File: src/rtl/brs_pkg.sv
package brs_pkg;

   typedef enum logic [1:0] {
      PS_RST    = 2'b00,
      PS_UNINIT = 2'b01,
      PS_ACTIVE = 2'b10
   } pstate_e;

   localparam int unsigned NUM_WIN = 3;

   function automatic int unsigned max3(input int unsigned a, input int unsigned b,
                                        input int unsigned c);
      int unsigned m;
      m = a;
      if (b > m) m = b;
      if (c > m) m = c;
      return m;
   endfunction

endpackage

File: src/rtl/brs_sync.sv
module brs_sync #(
   parameter int unsigned STAGES = 2
) (
   input  logic clk,
   input  logic arst_n,
   output logic q
);
   if (STAGES < 1) begin : g_bad_stages
      $error("brs_sync: STAGES must be at least 1");
   end

   if (STAGES == 1) begin : g_single
      always_ff @(posedge clk or negedge arst_n) begin
         if (!arst_n) q <= 1'b0;
         else         q <= 1'b1;
      end
   end else begin : g_chain
      logic [STAGES-1:0] sh;
      always_ff @(posedge clk or negedge arst_n) begin
         if (!arst_n) sh <= '0;
         else         sh <= {sh[STAGES-2:0], 1'b1};
      end
      assign q = sh[STAGES-1];
   end
endmodule

File: src/rtl/brs_settle.sv
module brs_settle #(
   parameter int unsigned SETTLE_CYC = 16
) (
   input  logic clk,
   input  logic arst_n,
   input  logic osc_ok,
   output logic released
);
   localparam int unsigned CW = (SETTLE_CYC < 2) ? 1 : $clog2(SETTLE_CYC);
   localparam logic [CW-1:0] LAST = CW'(SETTLE_CYC - 1);

   if (SETTLE_CYC < 1) begin : g_bad_settle
      $error("brs_settle: SETTLE_CYC must be at least 1");
   end

   logic [CW-1:0] cnt;

   always_ff @(posedge clk or negedge arst_n) begin
      if (!arst_n) begin
         cnt      <= '0;
         released <= 1'b0;
      end else if (!osc_ok) begin
         cnt      <= '0;
         released <= 1'b0;
      end else if (!released) begin
         if (cnt == LAST) released <= 1'b1;
         else             cnt      <= cnt + 1'b1;
      end
   end

   // an unstable oscillator always pulls the block back into reset
   a_r1_osc_low_holds_rst: assert property (@(posedge clk) disable iff (!arst_n)
      !osc_ok |=> !released);
   a_r1_release_after_osc: assert property (@(posedge clk) disable iff (!arst_n)
      $rose(released) |-> $past(osc_ok));
endmodule

File: src/rtl/brs_window.sv
module brs_window #(
   parameter int unsigned NUM = 3,
   parameter int unsigned LIMITS [NUM] = '{1, 2, 3},
   parameter int unsigned MAX_V = 3
) (
   input  logic           clk,
   input  logic           arst_n,
   input  logic           clr,
   input  logic           run,
   output logic [NUM-1:0] hit
);
   localparam int unsigned CW = $clog2(MAX_V + 1);
   localparam logic [CW-1:0] TOP = CW'(MAX_V);

   logic [CW-1:0] cnt;

   always_ff @(posedge clk or negedge arst_n) begin
      if (!arst_n)                  cnt <= '0;
      else if (clr)                 cnt <= '0;
      else if (run && cnt != TOP)   cnt <= cnt + 1'b1;
   end

   for (genvar i = 0; i < NUM; i++) begin : g_hit
      if (LIMITS[i] > MAX_V || LIMITS[i] < 1) begin : g_bad_limit
         $error("brs_window: each limit must lie in 1..MAX_V");
      end
      assign hit[i] = run && (cnt >= CW'(LIMITS[i]));

      // once a window has opened it stays open while the link stays up
      a_r6_hit_sticky: assert property (@(posedge clk) disable iff (!arst_n)
         (hit[i] && !clr) |=> (hit[i] || !run));
   end
endmodule

File: src/rtl/bringup_seq.sv
module bringup_seq
   import brs_pkg::*;
#(
   parameter int unsigned SETTLE_CYC  = 16,
   parameter int unsigned SYNC_STAGES = 2,
   parameter int unsigned TRAIN_DLY   = 20,
   parameter int unsigned CFG_DLY     = 24,
   parameter int unsigned RSP_DLY     = 32
) (
   input  logic       clk,
   input  logic       pwr_good,
   input  logic       osc_stable,
   input  logic       host_rst_n,
   input  logic       nvm_done,
   input  logic       nvm_wake_bit,
   input  logic       mem_en_wr,
   output logic       int_rst,
   output logic       nvm_load_req,
   output logic       phy_pwr_dn,
   output logic       wake_en,
   output logic       train_en,
   output logic       cfg_accept,
   output logic       cfg_rsp_ok,
   output logic [1:0] pwr_state
);
   localparam int unsigned MAX_D = max3(TRAIN_DLY, CFG_DLY, RSP_DLY);

   if (RSP_DLY < CFG_DLY) begin : g_bad_order
      $error("bringup_seq: RSP_DLY must not be below CFG_DLY");
   end

   logic rel, rel_d, hsync, sync_arst_n;
   logic busy, kind_host, phy_dn, wake, host_up;
   logic por_pulse, host_evt, link_up, win_clr;
   logic [NUM_WIN-1:0] win_hit;
   pstate_e st;

   assign sync_arst_n = pwr_good & host_rst_n;

   brs_sync #(.STAGES(SYNC_STAGES)) u_sync (
      .clk    (clk),
      .arst_n (sync_arst_n),
      .q      (hsync)
   );

   brs_settle #(.SETTLE_CYC(SETTLE_CYC)) u_settle (
      .clk      (clk),
      .arst_n   (pwr_good),
      .osc_ok   (osc_stable),
      .released (rel)
   );

   assign por_pulse = rel && !rel_d;
   assign host_evt  = rel_d && hsync && !host_up;
   assign link_up   = host_up && hsync;
   assign win_clr   = !rel || host_evt || !hsync;

   brs_window #(
      .NUM    (NUM_WIN),
      .LIMITS ('{TRAIN_DLY, CFG_DLY, RSP_DLY}),
      .MAX_V  (MAX_D)
   ) u_window (
      .clk    (clk),
      .arst_n (pwr_good),
      .clr    (win_clr),
      .run    (link_up),
      .hit    (win_hit)
   );

   always_ff @(posedge clk or negedge pwr_good) begin
      if (!pwr_good) begin
         rel_d     <= 1'b0;
         busy      <= 1'b0;
         kind_host <= 1'b0;
         phy_dn    <= 1'b1;
         wake      <= 1'b0;
         host_up   <= 1'b0;
         st        <= PS_UNINIT;
      end else if (!rel) begin
         rel_d     <= 1'b0;
         busy      <= 1'b0;
         kind_host <= 1'b0;
         phy_dn    <= 1'b1;
         wake      <= 1'b0;
         host_up   <= 1'b0;
         st        <= PS_UNINIT;
      end else begin
         rel_d <= 1'b1;
         if (host_evt) begin
            host_up   <= 1'b1;
            busy      <= 1'b1;
            kind_host <= 1'b1;
            phy_dn    <= 1'b1;
            wake      <= 1'b0;
         end else if (por_pulse) begin
            busy      <= 1'b1;
            kind_host <= 1'b0;
         end else if (busy && nvm_done) begin
            busy   <= 1'b0;
            phy_dn <= 1'b0;
            if (!kind_host) wake <= nvm_wake_bit;
         end
         if (!hsync) host_up <= 1'b0;
         if (host_evt || !hsync)
            st <= PS_UNINIT;
         else if (link_up && mem_en_wr && st == PS_UNINIT)
            st <= PS_ACTIVE;
      end
   end

   assign int_rst      = !rel;
   assign nvm_load_req = por_pulse || host_evt;
   assign phy_pwr_dn   = phy_dn;
   assign wake_en      = wake;
   assign train_en     = win_hit[0];
   assign cfg_accept   = win_hit[1];
   assign cfg_rsp_ok   = win_hit[2];
   assign pwr_state    = link_up ? st : PS_RST;

   // leaving internal reset always requests a load
   a_r2_req_on_release: assert property (@(posedge clk) disable iff (!pwr_good)
      $fell(int_rst) |-> nvm_load_req);
   // a host-reset release parks the PHY and drops wake
   a_r4_host_parks_phy: assert property (@(posedge clk) disable iff (!pwr_good)
      (host_evt && osc_stable) |=> (phy_pwr_dn && !wake_en));
   // a host-reset load never turns wake back on
   a_r5_host_load_no_wake: assert property (@(posedge clk) disable iff (!pwr_good)
      (busy && kind_host && nvm_done && !host_evt) |=> !wake_en);
   // responses never open before acceptance
   a_r7_rsp_implies_cfg: assert property (@(posedge clk) disable iff (!pwr_good)
      cfg_rsp_ok |-> cfg_accept);
   // only the three legal codes, and active only after uninitialized
   a_r8_state_legal: assert property (@(posedge clk) disable iff (!pwr_good)
      pwr_state != 2'b11);
   a_r8_no_skip: assert property (@(posedge clk) disable iff (!pwr_good)
      (pwr_state == 2'b10) |-> ($past(pwr_state) != 2'b00));
   // host reset closes every window at once
   a_r9_host_low_closes: assert property (@(posedge clk) disable iff (!pwr_good)
      !host_rst_n |-> (pwr_state == 2'b00 && !train_en && !cfg_accept && !cfg_rsp_ok));
   // a stray completion pulse leaves PHY and wake alone
   a_r10_stray_done: assert property (@(posedge clk) disable iff (!pwr_good)
      (!busy && nvm_done && !nvm_load_req && !int_rst && osc_stable)
         |=> ($stable(phy_pwr_dn) && $stable(wake_en)));
   // internal reset forces the PHY down and wake off
   a_r11_rst_parks: assert property (@(posedge clk) disable iff (!pwr_good)
      $past(int_rst) |-> (phy_pwr_dn && !wake_en));
endmodule

File: config.mk
export PLATFORM = sky130hd
export DESIGN_NAME = bringup_seq
export DESIGN_NICKNAME = d
export VERILOG_FILES = /design/src/rtl/brs_pkg.sv /design/src/rtl/brs_sync.sv /design/src/rtl/brs_settle.sv /design/src/rtl/brs_window.sv /design/src/rtl/bringup_seq.sv
export SDC_FILE = /design/constraint.sdc
export NUM_CORES = 1
export LEC_CHECK = 0
export ABC_AREA = 1
export ABC_CLOCK_PERIOD_IN_PS = 2000
export BUFFER_PORTS_ARGS = -buffer_cell sky130_fd_sc_hd__buf_2
export CAP_MARGIN = 20
export CORE_MARGIN = 3
export CORE_UTILIZATION = 40
export DETAILED_ROUTE_END_ITERATION = 8
export GPL_TIMING_DRIVEN = 0
export PLACE_DENSITY = 0.64
export SLEW_MARGIN = 20
export SYNTH_ARGS = -nofsm -noshare
export SYNTH_HDL_FRONTEND = slang
export SYNTH_HIERARCHICAL = 1
export SYNTH_SLANG_ARGS = --single-unit
File: constraint.sdc
create_clock -name clk -period 2 [get_ports clk]
set_clock_uncertainty 0.15 [all_clocks]
set_input_delay 0.4 -clock clk [delete_from_list [all_inputs] [get_ports clk]]
set_output_delay 0.4 -clock clk [all_outputs]
set_load 0.05 [all_outputs]
# ---- After elaboration in Yosys (flattened, before gate mapping)
# Cells that the tools add are included.
dict set report classes {
  add_sub_neg 2
  magnitude_cmp 3
  n_eq_ne 12
  n_mux 31
  bitwise 1
  n_reduce_logical 23
}
# cell n
set op_table {}
lappend op_table {{1-bit 2-to-1 mux} 22}
lappend op_table {{3-bit != test (second input constant)} 6}
lappend op_table {{6-bit by 5-bit >= comparator with 1-bit output (second input constant)} 2}
lappend op_table {{4-bit 2-to-1 mux} 3}
lappend op_table {{6-bit 2-to-1 mux} 2}
lappend op_table {{1-bit logical AND} 11}
lappend op_table {{2-bit 2-to-1 mux} 4}
lappend op_table {{6-bit by 1-bit adder with 6-bit output (second input constant)} 1}
lappend op_table {{6-bit >= comparator (second input constant)} 1}
lappend op_table {{6-bit != test (second input constant)} 1}
lappend op_table {{4-bit by 1-bit adder with 4-bit output (second input constant)} 1}
lappend op_table {{4-bit equality test (second input constant)} 1}
lappend op_table {{1-bit zero test} 4}
lappend op_table {{1-bit logical OR} 4}
lappend op_table {{2-bit != test (second input constant)} 2}
lappend op_table {{4-bit != test (second input constant)} 1}
lappend op_table {{2-bit AND reduction} 2}
lappend op_table {{3-bit AND reduction} 1}
lappend op_table {{2-bit by 1-bit equality test with 1-bit output (second input constant)} 1}
lappend op_table {{2-bit nonzero test} 1}
lappend op_table {{1-bit AND} 1}
dict set report word_totals {
  register_bits 21
  output_inout_bits 9
  word_cells 83
}

# ---- Logic depth before layout (Yosys ltp)
dict set report logic_depth {
  depth_word 6
  depth_mapped 9
  ltp_nobuf 9
}

# ---- Modules after synthesis
# Netlist, hierarchy kept.
# module n_inst cells_per_inst area_each_um2 seq_area_each_um2
set modules_own_cells {}
lappend modules_own_cells {bringup_seq 1 49 402.9 202.7}
lappend modules_own_cells {brs_window 1 54 389.1 150.1}
lappend modules_own_cells {brs_settle 1 31 254.0 125.1}
lappend modules_own_cells {brs_sync 1 3 53.8 50.0}

# ---- Least setup slack after synthesis
# OpenSTA, ideal clock, no wires.
dict set report synth_path {
  kind {reg-to-output}
  startpoint {register u_sync.g_chain.sh[1]}
  endpoint {output train_en}
  arrival_ns 1.861
  t_required_ns 1.450
  path_slack_ns -0.411
  stages_incl_launch_ff 5
  path_buffers 0
  path_cell_list {dfrtp_1 nand2_2 inv_1 nand2_1 o21ai_0}
}
dict set report synth_between {
  elab_chain_cells 2
}
# item line
set synth_lines {}
lappend synth_lines {{start, declared} brs_sync.sv:18} ;# logic [STAGES-1:0] sh;
lappend synth_lines {{start signal, assigned} brs_sync.sv:21} ;# else sh <= {sh[STAGES-2:0], 1'b1};
lappend synth_lines {{1-bit logical AND} bringup_seq.sv:55} ;# assign link_up = host_up && hsync;
lappend synth_lines {{via link_up} bringup_seq.sv:34} ;# logic por_pulse, host_evt, link_up, win_clr;
lappend synth_lines {{1-bit logical AND} brs_window.sv:27} ;# assign hit[i] = run && (cnt >= CW'(LIMITS[i]));
lappend synth_lines {{end, declared} bringup_seq.sv:21} ;# output logic train_en,
# The timed path passes the listed nets, and every way through them passes these cells.

# ---- Final worst setup path
dict set report layout_path {
  startpoint {register host_up}
  endpoint {output train_en}
}
dict set report layout_between {
  elab_chain_cells 2
}
# item line
set layout_lines {}
lappend layout_lines {{start, declared} bringup_seq.sv:33} ;# logic busy, kind_host, phy_dn, wake, host_up;
lappend layout_lines {{start signal, assigned} bringup_seq.sv:77} ;# host_up <= 1'b0;
lappend layout_lines {{start signal, assigned} bringup_seq.sv:85} ;# host_up <= 1'b0;
lappend layout_lines {{start signal, assigned} bringup_seq.sv:90} ;# host_up <= 1'b1;
lappend layout_lines {{1-bit logical AND} bringup_seq.sv:55}
lappend layout_lines {{via link_up} bringup_seq.sv:34}
lappend layout_lines {{1-bit logical AND} brs_window.sv:27}
# The timed path passes the listed nets, and every way through them passes these cells.

==> results.toml <==
[cells_and_area]
final_nets = 170
antennaDiodeCount = 0
final_layout_size_suffix_gt1_frac = 0.264
area.growth.synth_to_final_pct = 17.1
num-fill-cells = 246
final_design_area_no_fill_mm2 = 0.00129

[global_routing]
grt_usage = 0.137
grt_start_max_net_pins = 21
grt_remaining_overflow = 0
first_pass_grt_wire_length_um = 3660
antenna_violations_before_repair = 0
first_global_vias = 907

[clocking]
cts.htree.levels = 1
clock_tree.root_cell = "clkbuf_4"
clkSlewWorstSetupHoldPaths_ns = 0.12
tritoncts_num_sinks = 21
max_buffers_root_to_sink = 2
clock_latency_ns = 0.30
tritoncts = "done"
cts_inserted_buffers = 3

[placed_design]
gp_routability_congestion = 0.799
dp.final_hpwl_um = 1540
dpl_cell_area_mm2 = 0.00121
io_buffer_count = 15

[die]
design.die.area_mm2 = 0.00341
std_cell_rows = 18
chipHeight_um = 58.4
start_util = 0.432
placeableCoreArea_mm2 = 0.00254
top_level_ports = 16
die-width_um = 58.4

[routing]
routed_wire_length_um = 1980
avgViaCountPerCell = 4.96
avgRoutedWirePerCell_um = 10.5
dr_total_vias = 938
drt.antenna.violating_nets = 0
firstDrtPassIters = 3
route.detailed.drc = 0
drt_iter0_markers = 24

[logic_synthesis]
synthesized_nets = 147
synthDistinctLibCells = 23
synth.cell_area_mm2 = 0.00110
synth-seq-area-share = 0.480
yosysWarningCount = 6
syn_avg_cell_area_um2 = 8.03
synth.ff_latch_count = 21
syn-instance-count = 137

[setup_path]
cp-end-kind = "output pin"
crit_path_top_delay_cell = "dfrtp_1"
worstPathCellList = "nand2_2 > inv_4 > nand2_1 > o21ai_2 > buf_6"
required_ns = 1.45
timing.critical_path.arrival_ns = 1.34
crit_path_max_fanout = 6
worstSetupStartpointType = "register"
type_of_the_setup_path_with_the_least_slack = "reg2out"
cpPeakStageDelay_ns = 0.37

[sta]
final_max_slew_viol_count = 0
finalCritPeriodShare = 0.946
setup_violations = 0
report.final.hold_viol_count = 0
timing.fmax_mhz = 528
period_needed_ns = 1.89
rsz_0062_raised_after_global_routing = "true"

[power_and_ir_drop]
total_power_w = 0.000667
pwr_dens_mw_per_mm2 = 518
ir_worst_vdd_mv = 0.471
leakagePower_nw = 0.670

[outcome]
run_status = "complete, no violations"

[flow_run]
maxCapViolCount = 0

[hold_path]
hp-class = "reg2reg"
==> worst paths after layout <==
kind                                        end  slack, ns  cells past startpoint            startpoint
max                                    train_en       0.11                      5               host_up
min                        u_sync/g_chain.sh[1]       0.22                      0  u_sync/g_chain.sh[0]
max reg2reg                     u_window/cnt[3]       0.46                      9  u_sync/g_chain.sh[1]
min reg2reg                u_sync/g_chain.sh[1]       0.22                      0  u_sync/g_chain.sh[0]
max in group asynchronous  u_sync/g_chain.sh[1]       0.88                      4              pwr_good
min in group asynchronous  u_sync/g_chain.sh[0]       0.34                      4            host_rst_n
==> layout by cell type (no fill, tap or decap), drive strengths merged <==
| cell type | count |
|---|---|
| ha | 3 |
| a21oi | 4 |
| clkinv | 2 |
| inv | 21 |
| nand4 | 6 |
| dfrtp | 19 |
| o211ai | 1 |
| nor3 | 1 |
| dfstp | 2 |
| conb | 1 |
| o22ai | 1 |
| nor2 | 13 |
| buf | 16 |
| o21ai | 4 |
| clkbuf | 3 |
| dlygate4sd3 | 2 |
| nand3 | 14 |
| nand2 | 45 |
| xnor2 | 1 |
==> worst max-delay path, delay by kind of cell, from the launching register on <==
family | cells | cell delay (ns)
buffers and inverters | 2 | 0.28
DFF | 1 | 0.37
AOI/OAI and AO/OA | 1 | 0.17
and+or+nand+nor | 2 | 0.22
==> layout make-up <==
class	count	area, µm²	area share
clock buffer	3	22.5	0.0175
multi-input combinational	94	492	0.382
clock inverter	1	5.00	0.00389
inverter	22	86.3	0.0671
sequential	21	529	0.411
timing repair buffer	18	115	0.0894
tap	30	37.5	0.0292
==> synthesized netlist by cell type (all sizes together) <==
cell type | n | area share
dfrtp | 19 | 0.43
dfstp | 2 | 0.048
o211ai | 1 | 0.0068
inv | 21 | 0.072
nor3 | 1 | 0.0091
nand3 | 14 | 0.073
o22ai | 1 | 0.0057
a21oi | 4 | 0.018
ha | 3 | 0.034
nand4 | 6 | 0.034
o21ai | 4 | 0.022
nand2 | 45 | 0.18
clkinv | 1 | 0.0045
nor2 | 13 | 0.053
conb | 1 | 0.0034
xnor2 | 1 | 0.0080
==> power by group <==
group          total (W)  switching [W]  internal (W)  leakage (nW)
clock           0.000197       0.000122     0.0000744        0.0177
combinational  0.0000325      0.0000185     0.0000140         0.373
sequential      0.000438     0.00000642      0.000431         0.279
total           0.000667       0.000147      0.000520         0.670
==> registers in the layout, indices dropped and copies added, names as in the netlist <==
register / count
u_window/cnt: 6
u_settle/cnt: 4
st: 2
u_sync/g_chain.sh: 2
busy: 1
host_up: 1
kind_host: 1
phy_pwr_dn: 1
rel_d: 1
u_settle/released: 1
wake_en: 1
==> timing repair <==
item / in CTS / in global routing
gates resized for setup: 3 / 5
hold buffers: 2 / 0
setup endpoints to repair: 3 / 3
setup buffers: 1 / 0
endpoints found under the hold margin: 19 / 0
==> logic make-up after synthesis <==
kind of cell | count (synthesis) | synth area share
simple gates | 79 | 0.346
buf+inv | 22 | 0.0762
flops | 21 | 0.480
compound gates | 10 | 0.0523
fa+ha+maj | 3 | 0.0341
xor+xnor | 1 | 0.00797
other cells | 1 | 0.00341
==> stage by stage <==
step                cells  hold WS [ns]  worst slack [ns]   util   TNS, ns
finish                189         0.218             0.108  0.506         0
floorplan             137       -0.0456           -0.0372      -   -0.0626
global route          189         0.213          -0.00195  0.506  -0.00309
CTS                   189         0.206            0.0361  0.500         0
global placement      182         0.128             0.213  0.476         0
detailed placement    182         0.135             0.169  0.476         0
==> layer usage <==
metal / wire [µm] / track usage
met2: 976 / 0.241
met4: 15 / 0.0265
met1: 918 / 0.163
met5: 0 / 0
met3: 67 / 0.0482
Power figures use the tool's default switching activity.
